--- config.mk ---
export PLATFORM = sky130hd
export DESIGN_NAME = lir_router
export DESIGN_NICKNAME = d
export VERILOG_FILES = /design/src/rtl/lir_pkg.sv /design/src/rtl/lir_route.sv /design/src/rtl/lir_pending.sv /design/src/rtl/lir_cmd.sv /design/src/rtl/lir_router.sv
export SDC_FILE = /design/constraint.sdc
export NUM_CORES = 1
export LEC_CHECK = 0
export ABC_CLOCK_PERIOD_IN_PS = 2600
export BUFFER_PORTS_ARGS = -buffer_cell sky130_fd_sc_hd__buf_4
export CAP_MARGIN = 20
export CORE_MARGIN = 2
export CORE_UTILIZATION = 25
export CTS_BUF_LIST = sky130_fd_sc_hd__clkbuf_4 sky130_fd_sc_hd__clkbuf_8
export CTS_CLUSTER_DIAMETER = 80
export CTS_CLUSTER_SIZE = 40
export DETAILED_ROUTE_END_ITERATION = 8
export PLACE_DENSITY = 0.47
export SYNTH_ARGS = -nofsm -noshare
export SYNTH_HDL_FRONTEND = slang
export SYNTH_SLANG_ARGS = --single-unit
export TNS_END_PERCENT = 20
--- constraint.sdc ---
create_clock -name clk -period 2.6 [get_ports clk]
set_clock_uncertainty 0.2 [all_clocks]
set_input_delay 0.65 -clock clk [delete_from_list [all_inputs] [get_ports clk]]
set_output_delay 0.65 -clock clk [all_outputs]
set_load 0.1 [all_outputs]
--- src/rtl/lir_pkg.sv ---
package lir_pkg;
  localparam int LVL_W   = 3;
  localparam int NLVL    = 1 << LVL_W;
  localparam int SRC_N   = 4;
  localparam int FIELD_W = LVL_W + 1;
  localparam int ROUTE_W = SRC_N * FIELD_W;
  localparam int CMD_W   = 8;
  localparam int TGT_W   = 4;
  localparam int ISV_N   = 2;

  // source index equals its field position in the routing word
  localparam int SRC_TIMER  = 0;
  localparam int SRC_UART   = 1;
  localparam int SRC_GLOBAL = 2;
  localparam int SRC_SLOT   = 3;

  typedef enum logic [1:0] {
    IPI_SLOT    = 2'd0,
    IPI_GLOBAL  = 2'd1,
    IPI_REBCAST = 2'd2
  } ipi_kind_e;

  typedef enum logic [2:0] {
    OP_NONE,
    OP_SLOT,
    OP_GLOBAL,
    OP_REBCAST,
    OP_CLR0,
    OP_CLR1
  } cmd_op_e;

  function automatic logic [ROUTE_W-1:0] route_valid_mask();
    logic [ROUTE_W-1:0] m;
    m = '0;
    for (int i = 0; i < SRC_N; i++) m[i*FIELD_W +: LVL_W] = '1;
    return m;
  endfunction

  function automatic logic [ROUTE_W-1:0] route_pack(logic [LVL_W-1:0] lt,
                                                     logic [LVL_W-1:0] lu,
                                                     logic [LVL_W-1:0] lg,
                                                     logic [LVL_W-1:0] ls);
    logic [ROUTE_W-1:0] r;
    r = '0;
    r[SRC_TIMER*FIELD_W  +: LVL_W] = lt;
    r[SRC_UART*FIELD_W   +: LVL_W] = lu;
    r[SRC_GLOBAL*FIELD_W +: LVL_W] = lg;
    r[SRC_SLOT*FIELD_W   +: LVL_W] = ls;
    return r;
  endfunction

  function automatic logic [LVL_W-1:0] route_level(logic [ROUTE_W-1:0] r, int idx);
    return r[idx*FIELD_W +: LVL_W];
  endfunction

  function automatic cmd_op_e cmd_decode(logic [CMD_W-1:0] c);
    cmd_op_e op;
    if (c == 8'hE0)              op = OP_GLOBAL;
    else if (c == 8'hE8)         op = OP_CLR0;
    else if (c == 8'hE9)         op = OP_CLR1;
    else if (c[7:4] == 4'h6)     op = OP_SLOT;
    else if (c[7:3] == 5'b00100) op = OP_REBCAST;
    else                         op = OP_NONE;
    return op;
  endfunction

  localparam logic [ROUTE_W-1:0] ROUTE_VALID   = route_valid_mask();
  localparam logic [ROUTE_W-1:0] ROUTE_DEFAULT = route_pack(3'd2, 3'd3, 3'd0, 3'd1);
endpackage

--- src/rtl/lir_route.sv ---
module lir_route
  import lir_pkg::*;
(
  input  logic               clk,
  input  logic               rst_n,
  input  logic               we_i,
  input  logic [ROUTE_W-1:0] wdata_i,
  input  logic [SRC_N-1:0]   src_req_i,
  output logic [ROUTE_W-1:0] route_o,
  output logic [NLVL-1:0]    lvl_hit_o
);
  logic [ROUTE_W-1:0] route_q;
  logic [NLVL-1:0]    src_vec [SRC_N];

  always_ff @(posedge clk or negedge rst_n) begin
    if (!rst_n)    route_q <= ROUTE_DEFAULT;
    else if (we_i) route_q <= wdata_i & ROUTE_VALID;
  end

  for (genvar g = 0; g < SRC_N; g++) begin : g_src
    logic [LVL_W-1:0] lvl;
    assign lvl        = route_level(route_q, g);
    assign src_vec[g] = (src_req_i[g] && (lvl != '0)) ? (NLVL'(1) << lvl) : '0;
  end

  always_comb begin
    lvl_hit_o = '0;
    for (int s = 0; s < SRC_N; s++) lvl_hit_o = lvl_hit_o | src_vec[s];
  end

  assign route_o = route_q;
endmodule

--- src/rtl/lir_pending.sv ---
module lir_pending
  import lir_pkg::*;
(
  input  logic             clk,
  input  logic             rst_n,
  input  logic [NLVL-1:0]  lvl_hit_i,
  input  logic             ack_valid_i,
  input  logic [LVL_W-1:0] ack_level_i,
  input  logic             mask_we_i,
  input  logic [NLVL-1:0]  mask_wdata_i,
  output logic [NLVL-1:0]  pending_o,
  output logic [NLVL-1:0]  mask_o,
  output logic [NLVL-1:0]  masked_pending_o
);
  logic [NLVL-1:0] mask_q;
  logic [NLVL-1:0] pend_q;

  always_ff @(posedge clk or negedge rst_n) begin
    if (!rst_n)         mask_q <= '0;
    else if (mask_we_i) mask_q <= mask_wdata_i;
  end

  for (genvar g = 0; g < NLVL; g++) begin : g_lvl
    if (g == 0) begin : g_none
      assign pend_q[g] = 1'b0;
    end else begin : g_bit
      logic clr;
      assign clr = ack_valid_i && (ack_level_i == LVL_W'(g));
      always_ff @(posedge clk or negedge rst_n) begin
        if (!rst_n)            pend_q[g] <= 1'b0;
        else if (lvl_hit_i[g]) pend_q[g] <= 1'b1;
        else if (clr)          pend_q[g] <= 1'b0;
      end
    end
  end

  assign pending_o        = pend_q;
  assign mask_o           = mask_q;
  assign masked_pending_o = pend_q & ~mask_q;
endmodule

--- src/rtl/lir_cmd.sv ---
module lir_cmd
  import lir_pkg::*;
#(
  parameter int BUSY_CYCLES = 3
) (
  input  logic             clk,
  input  logic             rst_n,
  input  logic             cmd_we_i,
  input  logic [CMD_W-1:0] cmd_wdata_i,
  input  logic             ack_valid_i,
  input  logic             ack_sel_i,
  output logic [CMD_W:0]   status_o,
  output logic [ISV_N-1:0] inserv_o,
  output logic             ipi_valid_o,
  output logic [1:0]       ipi_kind_o,
  output logic [TGT_W-1:0] ipi_target_o,
  output logic             accept_o,
  output logic             exec_o
);
  localparam int CNT_MAX = BUSY_CYCLES + 1;
  localparam int CNT_W   = $clog2(CNT_MAX + 1);

  logic [CNT_W-1:0] cnt_q;
  logic [CMD_W-1:0] cmd_q;
  logic             busy;
  cmd_op_e          op;
  logic [ISV_N-1:0] isv_q;

  assign busy     = (cnt_q != '0);
  assign accept_o = cmd_we_i && !busy;
  assign exec_o   = (cnt_q == CNT_W'(CNT_MAX));
  assign op       = cmd_decode(cmd_q);

  always_ff @(posedge clk or negedge rst_n) begin
    if (!rst_n) begin
      cnt_q <= '0;
      cmd_q <= '0;
    end else if (accept_o) begin
      cnt_q <= CNT_W'(CNT_MAX);
      cmd_q <= cmd_wdata_i;
    end else if (busy) begin
      cnt_q <= cnt_q - 1'b1;
    end
  end

  always_ff @(posedge clk or negedge rst_n) begin
    if (!rst_n) begin
      ipi_valid_o  <= 1'b0;
      ipi_kind_o   <= IPI_SLOT;
      ipi_target_o <= '0;
    end else begin
      ipi_valid_o <= 1'b0;
      if (exec_o) begin
        case (op)
          OP_SLOT: begin
            ipi_valid_o  <= 1'b1;
            ipi_kind_o   <= IPI_SLOT;
            ipi_target_o <= cmd_q[TGT_W-1:0];
          end
          OP_GLOBAL: begin
            ipi_valid_o  <= 1'b1;
            ipi_kind_o   <= IPI_GLOBAL;
            ipi_target_o <= '0;
          end
          OP_REBCAST: begin
            ipi_valid_o  <= 1'b1;
            ipi_kind_o   <= IPI_REBCAST;
            ipi_target_o <= TGT_W'(cmd_q[LVL_W-1:0]);
          end
          default: ;
        endcase
      end
    end
  end

  for (genvar b = 0; b < ISV_N; b++) begin : g_isv
    logic set_b;
    logic clr_b;
    assign set_b = ack_valid_i && (ack_sel_i == b[0]);
    assign clr_b = exec_o && (op == ((b == 0) ? OP_CLR0 : OP_CLR1));
    always_ff @(posedge clk or negedge rst_n) begin
      if (!rst_n)     isv_q[b] <= 1'b0;
      else if (set_b) isv_q[b] <= 1'b1;
      else if (clr_b) isv_q[b] <= 1'b0;
    end
  end

  assign inserv_o = isv_q;
  assign status_o = {busy, cmd_q};
endmodule

--- src/rtl/lir_router.sv ---
module lir_router
  import lir_pkg::*;
#(
  parameter int BUSY_CYCLES = 3
) (
  input  logic         clk,
  input  logic         rst_n,
  input  logic         src_slot_i,
  input  logic         src_global_i,
  input  logic         src_uart_i,
  input  logic         src_timer_i,
  input  logic         route_we_i,
  input  logic [15:0]  route_wdata_i,
  input  logic         mask_we_i,
  input  logic [7:0]   mask_wdata_i,
  input  logic         ack_valid_i,
  input  logic [2:0]   ack_level_i,
  input  logic         ack_sel_i,
  input  logic         cmd_we_i,
  input  logic [7:0]   cmd_wdata_i,
  output logic [15:0]  route_o,
  output logic [7:0]   mask_o,
  output logic [7:0]   pending_o,
  output logic [7:0]   masked_pending_o,
  output logic [1:0]   inserv_o,
  output logic [8:0]   cmd_status_o,
  output logic         ipi_valid_o,
  output logic [1:0]   ipi_kind_o,
  output logic [3:0]   ipi_target_o
);
  logic [SRC_N-1:0] src_req;
  logic [NLVL-1:0]  lvl_hit;
  logic             cmd_accept;
  logic             cmd_exec;

  always_comb begin
    src_req             = '0;
    src_req[SRC_TIMER]  = src_timer_i;
    src_req[SRC_UART]   = src_uart_i;
    src_req[SRC_GLOBAL] = src_global_i;
    src_req[SRC_SLOT]   = src_slot_i;
  end

  lir_route u_route (
    .clk       (clk),
    .rst_n     (rst_n),
    .we_i      (route_we_i),
    .wdata_i   (route_wdata_i),
    .src_req_i (src_req),
    .route_o   (route_o),
    .lvl_hit_o (lvl_hit)
  );

  lir_pending u_pend (
    .clk              (clk),
    .rst_n            (rst_n),
    .lvl_hit_i        (lvl_hit),
    .ack_valid_i      (ack_valid_i),
    .ack_level_i      (ack_level_i),
    .mask_we_i        (mask_we_i),
    .mask_wdata_i     (mask_wdata_i),
    .pending_o        (pending_o),
    .mask_o           (mask_o),
    .masked_pending_o (masked_pending_o)
  );

  lir_cmd #(.BUSY_CYCLES(BUSY_CYCLES)) u_cmd (
    .clk          (clk),
    .rst_n        (rst_n),
    .cmd_we_i     (cmd_we_i),
    .cmd_wdata_i  (cmd_wdata_i),
    .ack_valid_i  (ack_valid_i),
    .ack_sel_i    (ack_sel_i),
    .status_o     (cmd_status_o),
    .inserv_o     (inserv_o),
    .ipi_valid_o  (ipi_valid_o),
    .ipi_kind_o   (ipi_kind_o),
    .ipi_target_o (ipi_target_o),
    .accept_o     (cmd_accept),
    .exec_o       (cmd_exec)
  );
endmodule

**After elaboration in Yosys (flattened, before gate mapping)**

Index checks and enable logic that the tools add are counted.
W data, S select, Z words.

- Logic and storage cells: 113
- Register bits: 47
- Bits of input ports: 46

- $add $sub $neg: 1
- Shift operators: 4
- Bitwise gates (word level): 6
- Reductions and logical operators: 35
- Muxes and demuxes: 33
- Equality and inequality tests: 18

Operators with widths:

| operator | count |
|---|---|
| $mux W8 | 4 |
| $shl A1 B3 Y8 const A | 4 |
| $eq A8 B8 Y1 const B | 3 |
| $or A8 B8 Y8 | 3 |
| $eq A3 B3 Y1 const B | 7 |
| $mux W1 | 20 |
| $reduce_bool A2 Y1 | 10 |
| $mux W3 | 6 |
| $reduce_bool A3 Y1 | 6 |
| $logic_and A1 B1 Y1 | 16 |
| $eq A3 B2 Y1 const B | 4 |
| $pmux W4 S3 | 1 |
| $and A8 B8 Y8 | 1 |
| $not A8 Y8 | 1 |
| $eq A3 B1 Y1 const B | 2 |
| $pmux W2 S3 | 1 |
| $eq A5 B3 Y1 const B | 1 |
| $eq A4 B3 Y1 const B | 1 |
| $reduce_or A3 Y1 | 1 |
| $sub A3 B1 Y3 const B | 1 |
| $mux W2 | 1 |
| $reduce_and A2 Y1 | 1 |
| $logic_not A1 Y1 | 1 |
| $not A1 Y1 | 1 |

**Longest topological paths before layout**

Gate-level depths: netlist of the first run.

- Depth after elaboration: 10
- Depth in mapped cells: 6

**Cells and area by module**

Synthesis of the first run repeated with hierarchy kept, for this count alone.

- Cell total of the unflattened synthesis: 192
- Area total of the unflattened synthesis: 2366.0 µm²

Modules (own cells, without submodules):

| module | area an instance (µm²) | instances | cells an instance | seq. area each (µm²) |
|---|---|---|---|---|
| lir_cmd | 920.9 | 1 | 73 | 500.5 |
| lir_route | 757.0 | 1 | 71 | 305.3 |
| lir_pending | 688.2 | 1 | 48 | 375.4 |

**Worst setup path before layout of the first run**

OpenSTA, ideal clock, no wires.

- Path type: flip-flop to output port
- Start point: register u_pend.pend_q[4], in the netlist u_pend.pending_o[4]
- End point: output masked_pending_o[4]
- Path buffers: 0
- Path slack: -612 ps
- Cell stages (with the launch flop): 2
- Arrival: 2362 ps
- Data required time: 1750 ps
- Path through: dfrtp_1 nor2b_1

- Cells in the longest elaborated chain, start to end: 1

RTL lines:

| element | line | text |
|---|---|---|
| start, declared | lir_pending.sv:16 | `logic [NLVL-1:0] pend_q;` |
| start signal, assigned by index | lir_pending.sv:30 | `if (!rst_n) pend_q[g] <= 1'b0;` |
| start signal, assigned by index | lir_pending.sv:31 | `else if (lvl_hit_i[g]) pend_q[g] <= 1'b1;` |
| start signal, assigned by index | lir_pending.sv:32 | `else if (clr) pend_q[g] <= 1'b0;` |
| $and A8 B8 Y8 | lir_pending.sv:39 | `assign masked_pending_o = pend_q & ~mask_q;` |
| end, declared | lir_router.sv:24 | `output logic [7:0] masked_pending_o,` |

Every way passes these cells.

**Worst setup path after layout of the first run**

- Start point: register u_cmd.cnt_q[0]
- End point: output cmd_status_o[8]

- Cells in the longest elaborated chain, start to end: 1

RTL lines:

| element | line | text |
|---|---|---|
| start, declared | lir_cmd.sv:23 | `logic [CNT_W-1:0] cnt_q;` |
| start signal, assigned | lir_cmd.sv:39 | `cnt_q <= CNT_W'(CNT_MAX);` |
| start signal, assigned | lir_cmd.sv:42 | `cnt_q <= cnt_q - 1'b1;` |
| $reduce_bool A3 Y1 | lir_cmd.sv:29 | `assign busy = (cnt_q != '0);` |
| end, declared | lir_router.sv:26 | `output logic [8:0] cmd_status_o,` |

Every way passes these cells.

==> results of run 1 <==
[logic make-up after synthesis]
group,synth area share [%]
other cells,0.1635
compound gates,10.37
mux,15.38
fa+ha+maj,1.091
buf+inv,3.928
flops,51.50
simple gates,17.57
[per-layer routing]
metal	track usage [%]	part of all wire, %
met1	17.91	50
met2	16.79	44
met3	2.298	5.3
met4	4.531	0.78
met5	0	0
[worst min-delay path by stage]
stage / end / cells after the start
floorplan: u_cmd.cmd_q[0]$_DFFE_PN0P_ / 0
global placement: u_cmd.cnt_q[0]$_DFFE_PN0P_ / 1
detailed placement: u_cmd.cnt_q[0]$_DFFE_PN0P_ / 1
CTS: u_pend.mask_o[5]$_DFFE_PN0P_ / 1
global route: u_pend.mask_o[5]$_DFFE_PN0P_ / 1
finish: u_pend.mask_o[1]$_DFFE_PN0P_ / 1
[state kept, by name, summed over array words and instances (netlist names)]
signal              flops
u_route.route_o        12
u_cmd.cmd_q             8
u_pend.mask_o           8
u_pend.pending_o        7
u_cmd.ipi_target_o      4
u_cmd.cnt_q             3
u_cmd.inserv_o          2
u_cmd.ipi_kind_o        2
u_cmd.ipi_valid_o       1
[synth_stat cells (2+ instances only)]
library cell	count
nand3_1	2
dfrtp_1	43
ha_1	2
inv_1	8
and4bb_1	2
a21oi_1	3
mux2_1	3
o21ai_0	9
or3_1	4
nor2_1	7
mux2_2	27
nor2b_1	11
nand2_1	16
nor4bb_1	2
nand4_1	4
o31ai_1	3
buf_4	7
nand2b_1	5
dfstp_2	4
nor3b_1	4
nor3_1	3
[power groups by stage]
stage	registers (mW)	logic [mW]	clock network [mW]
2_1_floorplan	2.25	0.701	0
6_report	1.11	2.31	0.435
3_3_place_gp	1.13	2.31	0
4_1_cts	1.12	2.33	0.462
3_5_place_dp	1.13	2.32	0
5_1_grt	1.15	2.40	0.502
[timing repair]
item,in CTS,in global routing
gates resized for setup,0,1
endpoints found under the setup margin,0,1
buffers inserted,0,0
[stage by stage]
stage	setup WS, ns	hold slack [ns]	total power [mW]
final	0.1804	0.1490	3.860
after global placement	0.4736	0.2625	3.441
after floorplan	-0.1413	0.1544	2.952
after detailed placement	0.4406	0.2738	3.452
after CTS	0.08276	0.1842	3.907
after global routing	0.04715	0.2003	4.058
[layout make-up]
| class | instances | area, sq um | area share (%) |
|---|---|---|---|
| Clock buffer | 5 | 68.82 | 2.154 |
| Clock inverter | 3 | 15.01 | 0.4700 |
| Inverter | 8 | 30.03 | 0.9401 |
| Multi-Input combinational cell | 136 | 1066 | 33.37 |
| Sequential cell | 47 | 1181 | 36.98 |
| Tap cell | 108 | 135.1 | 4.230 |
| Timing Repair Buffer | 93 | 698.2 | 21.86 |
==> flow_metrics.py, run 1 <==
metrics = {
    "sta": {
        "hold_violations": 0,
        "layout_min_cycle_time_ns": 2.420,
        "report.final.slew_viol_count": 0,
        "setup-tns-final_ns": 0,
        "rsz0062_at_grt": "no",
        "worstMarginPinSlew_ns": 0.7086,
        "max_freq_mhz": 413.3,
        "fin_crit_sh_pct": 93.06,
        "max_slew_margin_pct": 51.54,
        "setup_viol": 0,
    },
    "synth": {
        "yosysWarnings": 0,
        "synth_area_leader_cell": "dfrtp_1",
        "synthFlopType": "dfrtp_1",
        "synth_edf_count": 0,
        "synth-seq-cells": 47,
        "synth.distinct_cells": 47,
        "async_reset_ff_share_pct": 100.0,
        "syn_avg_cell_area_sq_um": 11.76,
        "synth_top_area_share_pct": 46.92,
        "yosysSeqAreaShare_pct": 51.50,
        "syn_inst": 195,
        "syn-cell-area_sq_um": 2293,
        "synthTopCellsByArea": "dfrtp_1 (47%), mux2_2 (13%), dfstp_2 (4.6%)",
    },
    "power": {
        "p_sw_share_pct": 56.86,
        "leakagePower_nw": 1.453,
        "ir_drop_uv": 678.3,
        "internal_power_mw": 1.665,
        "clkPwrFrac_pct": 11.3,
        "p_sw_mw": 2.195,
        "comb_power_share_pct": 59.9,
        "p_per_area_nw_per_um2": 1208,
        "seq_power_share_pct": 28.9,
    },
    "job": {
        "drv_cap": 0,
    },
    "global_routing": {
        "grt_overflow": 0,
        "antenna_found_initial": 0,
        "grt_max_degree": 48,
        "grt_pass1_wl_um": 9356,
        "grt_pass1_vias": 1816,
        "gr-usage-all-layers_pct": 11.90,
    },
    "critical_path": {
        "cp.depth": 5,
        "r2r_cells": 6,
        "cpMaxStageDelayCell": "dfrtp_1",
        "path_cells": "inv_1 -> ha_1 -> nor2b_2 -> inv_1 -> buf_4",
        "cp-start-kind": "register",
        "critPathMaxStageDelay_ns": 0.38,
        "cp-end-kind": "primary output",
        "cpMostUsedCell": "inv_1",
        "regToRegSetupSlack_ns": 0.51,
        "critical_path_buf_inv_count": 3,
        "endpoint": "cmd_status_o[8]",
        "cp_max_fo": 4,
        "rr_endpoint": "u_cmd.ipi_target_o[0]$_DFFE_PN0P_",
        "criticalPathCategory": "register to primary output",
        "cp.required_ns": 1.75,
        "crit_family": "buffers and inverters",
        "r2r-start": "u_cmd.cnt_q[0]$_DFFE_PN0P_",
        "crit_path_start": "u_cmd.cnt_q[0]$_DFFE_PN0P_",
        "arrival_ns": 1.57,
    },
    "finish": {
        "final_nets": 339,
        "final_common_cell": "buf_4",
        "antenna_cells": 0,
        "stdcell_count": 400,
        "final_util_pct": 36.27,
        "layout_common_cells": "buf_4 (93), dfrtp_1 (43), mux2_2 (27), nand2_1 (16), o21ai_0 (9)",
        "fillers": 884,
        "fin_area_sq_um": 3194,
        "area_delta_synth_final_pct": 39.28,
        "drive_gt1_share_pct": 50.00,
    },
    "route": {
        "vias": 1803,
        "viasPerCell": 4.508,
        "antenna_left": 0,
        "wire_per_inst_um": 14.38,
        "drc": 0,
        "drtIter0Drc": 44,
        "drtPass1Iterations": 4,
        "routed_wirelength_um": 5753,
    },
    "placement": {
        "port-buffer-count": 93,
        "dp_cells": 392,
        "gp_congestion": 0.7853,
        "dp_hpwl_um": 4394,
        "placed_area_sq_um": 3108,
    },
    "floorplanning": {
        "row_count": 34,
        "start_util_pct": 26.04,
        "coreArea_sq_um": 8806,
        "die_area_sq_um": 9956,
        "ios": 104,
        "die_x_um": 99.78,
        "die_y_um": 99.78,
    },
    "clocking": {
        "clk_latency_ns": 0.30,
        "cts_root_buf": "clkbuf_8",
        "cts_tree": "done",
        "htree_levels": 2,
        "cts_buffers": 5,
        "cts_max_path_buffers": 2,
        "cts_sinks": 47,
        "cts_hold_buf": 0,
        "path_clk_slew_ns": 0.09,
    },
    "run_status": {
        "outcome": "complete, no violations",
    },
    "min_path": {
        "hold_class": "input pin to asynchronous set/reset pin",
    },
}
Power figures use the tool's default switching activity.
==> run 2: changes to the inputs <==
--- a/config.mk
+++ b/config.mk
@@ -5,7 +5,7 @@
 export SDC_FILE = /design/constraint.sdc
 export NUM_CORES = 1
 export LEC_CHECK = 0
-export ABC_CLOCK_PERIOD_IN_PS = 2600
+export ABC_CLOCK_PERIOD_IN_PS = 2100
 export BUFFER_PORTS_ARGS = -buffer_cell sky130_fd_sc_hd__buf_4
 export CAP_MARGIN = 20
 export CORE_MARGIN = 2
@@ -14,7 +14,7 @@
 export CTS_CLUSTER_DIAMETER = 80
 export CTS_CLUSTER_SIZE = 40
 export DETAILED_ROUTE_END_ITERATION = 8
-export PLACE_DENSITY = 0.47
+export PLACE_DENSITY = 0.49
 export SYNTH_ARGS = -nofsm -noshare
 export SYNTH_HDL_FRONTEND = slang
 export SYNTH_SLANG_ARGS = --single-unit
==> constraint.sdc (replaced) <==
create_clock -name clk -period 2.1 [get_ports clk]
set_clock_uncertainty 0.2 [all_clocks]
set_input_delay 0.525 -clock clk [delete_from_list [all_inputs] [get_ports clk]]
set_output_delay 0.525 -clock clk [all_outputs]
set_load 0.1 [all_outputs]
==> run 2 against run 1 <==
Against the previous run:
- die area is the same
- setup slack lost 0.11 ns
- sequential share of layout area shrank 0.66 points
- global-route usage is essentially flat
- worst hold slack lost 0.12 ns
- sequential cell count is the same
- utilization grew 1.3 points
==> flow_metrics.py, run 2 (synthesis results as in run 1) <==
metrics = {
    "run_status": {
        "outcome": "complete, no violations",
    },
    "clocking": {
        "cts_hold_buf": 0,
        "path_clk_slew_ns": 0.09,
        "cts_sinks": 47,
        "cts_max_path_buffers": 2,
        "cts_tree": "done",
        "cts_buffers": 5,
        "clk_latency_ns": 0.31,
        "cts_root_buf": "clkbuf_8",
        "htree_levels": 2,
    },
    "power": {
        "p_sw_mw": 2.773,
        "p_per_area_nw_per_um2": 1496,
        "p_sw_share_pct": 55.98,
        "ir_drop_uv": 1289,
        "comb_power_share_pct": 59.9,
        "leakagePower_nw": 1.497,
        "seq_power_share_pct": 28.7,
        "internal_power_mw": 2.181,
        "clkPwrFrac_pct": 11.4,
    },
    "route": {
        "drtIter0Drc": 18,
        "drtPass1Iterations": 4,
        "vias": 1857,
        "routed_wirelength_um": 5833,
        "drc": 0,
        "antenna_left": 0,
        "wire_per_inst_um": 14.44,
        "viasPerCell": 4.597,
    },
    "floorplanning": {
        "die_area_sq_um": 9956,
        "start_util_pct": 26.04,
        "die_y_um": 99.78,
        "die_x_um": 99.78,
        "ios": 104,
        "row_count": 34,
        "coreArea_sq_um": 8806,
    },
    "global_routing": {
        "antenna_found_initial": 0,
        "grt_pass1_vias": 1891,
        "grt_overflow": 0,
        "gr-usage-all-layers_pct": 11.93,
        "grt_max_degree": 48,
        "grt_pass1_wl_um": 9494,
    },
    "finish": {
        "final_nets": 343,
        "layout_common_cells": "buf_4 (96), mux2_2 (27), dfrtp_1 (26), dfrtp_2 (17), nand2_1 (16)",
        "fillers": 892,
        "largest_reg_flops": 12,
        "drive_gt1_share_pct": 57.77,
        "antenna_cells": 0,
        "area_delta_synth_final_pct": 44.35,
        "final_common_cell": "buf_4",
        "fin_area_sq_um": 3311,
    },
    "sta": {
        "setup_viol": 0,
        "report.final.slew_viol_count": 0,
        "layout_min_cycle_time_ns": 2.029,
        "hold_violations": 0,
        "rsz0062_at_grt": "no",
        "worstMarginPinSlew_ns": 0.6155,
        "fin_crit_sh_pct": 96.61,
        "finalWorstSetupSlack_ns": 0.07125,
        "max_freq_mhz": 492.9,
        "max_slew_margin_pct": 58.97,
    },
    "job": {
        "drv_cap": 0,
    },
    "critical_path": {
        "cp.required_ns": 1.37,
        "arrival_ns": 1.30,
        "cp_max_fo": 4,
        "cp-start-kind": "register",
        "criticalPathCategory": "register to primary output",
        "cp-end-kind": "primary output",
    },
    "min_path": {
        "hold_class": "input pin to asynchronous set/reset pin",
    },
    "placement": {
        "placed_area_sq_um": 3174,
        "dp_hpwl_um": 4460,
        "gp_congestion": 0.7846,
        "port-buffer-count": 93,
        "place_ws_ns": 0.1683,
    },
}
## run 2: cell types whose count changed in the layout (fill, tap and decap cells not counted)
| cell | change |
|---|---|
| inv_1 | -3 |
| buf_12 | +1 |
| nor2b_4 | +7 |
| clkinvlp_4 | +2 |
| clkinv_2 | -2 |
| nor2b_2 | -7 |
| ha_1 | -1 |
| inv_2 | +3 |
| buf_4 | +3 |
| dfrtp_2 | +17 |
| dfrtp_1 | -17 |
| ha_4 | +1 |
## run 2: timing repair
item                                    in CTS  in global routing
pin swaps                                    0                  1
gates resized for setup                      8                  2
setup buffers                                1                  1
endpoints found under the setup margin       1                  1
## run 2: through the flow
stage / hold slack, ns / utilization [%] / TNS (ns) / std cells / power (mW)
2_1_floorplan: 0.02941 / - / -0.1456 / 200 / 3.699
3_3_place_gp: 0.2575 / 36.05 / 0 / 394 / 4.320
3_5_place_dp: 0.2608 / 36.05 / 0 / 394 / 4.332
4_1_cts: 0.05291 / 37.45 / 0 / 403 / 4.985
5_1_grt: 0.08590 / 37.60 / 0 / 404 / 5.189
6_report: 0.03396 / 37.60 / 0 / 404 / 4.954
## run 2: power groups by stage
stage | clock, mW | combinational (mW) | sequential [mW]
2_1_floorplan | 0 | 0.881 | 2.82
3_5_place_dp | 0 | 2.89 | 1.44
5_1_grt | 0.632 | 3.09 | 1.47
3_3_place_gp | 0 | 2.89 | 1.43
4_1_cts | 0.594 | 2.96 | 1.43
6_report | 0.563 | 2.97 | 1.42
## run 2: final timing paths
path	to	startpoint	slack (ns)	cells after the start
min reg2reg	u_cmd.cnt_q[0]$_DFFE_PN0P_	u_cmd.cnt_q[0]$_DFFE_PN0P_	0.30	1
max in group asynchronous	u_pend.pending_o[7]$_DFFE_PN0P_	rst_n	1.22	1
min	u_cmd.ipi_target_o[2]$_DFFE_PN0P_	rst_n	0.03	1
min in group clk	u_cmd.inserv_o[1]$_DFFE_PN0P_	ack_sel_i	0.23	3
max reg2reg	u_cmd.ipi_target_o[1]$_DFFE_PN0P_	u_cmd.cmd_q[3]$_DFFE_PN0P_	0.24	4
max	cmd_status_o[8]	u_cmd.cnt_q[0]$_DFFE_PN0P_	0.07	5
## run 2: area by class of cell
type / instances / area [sq um] / share of cell area [%]
flip-flops and latches: 47 / 1202 / 36.32
clock inverters: 3 / 20.02 / 0.6047
multi-input cells: 136 / 1114 / 33.64
inverters: 8 / 30.03 / 0.9070
repair buffers: 97 / 740.7 / 22.37
well taps: 108 / 135.1 / 4.082
clock buffers: 5 / 68.82 / 2.079
## run 2: worst max-delay path: stages, from the launching register on
cell	delay [ns]
dfrtp_1	0.39
inv_2	0.08
ha_4	0.16
nor2b_4	0.15
inv_2	0.06
buf_12	0.16
## run 2: routing by layer
| layer | global-route usage, % | wire length [um] |
|---|---|---|
| met1 | 15.32 | 2544 |
| met2 | 19.75 | 2761 |
| met3 | 3.621 | 453 |
| met4 | 2.950 | 73 |
| met5 | 0 | 0 |
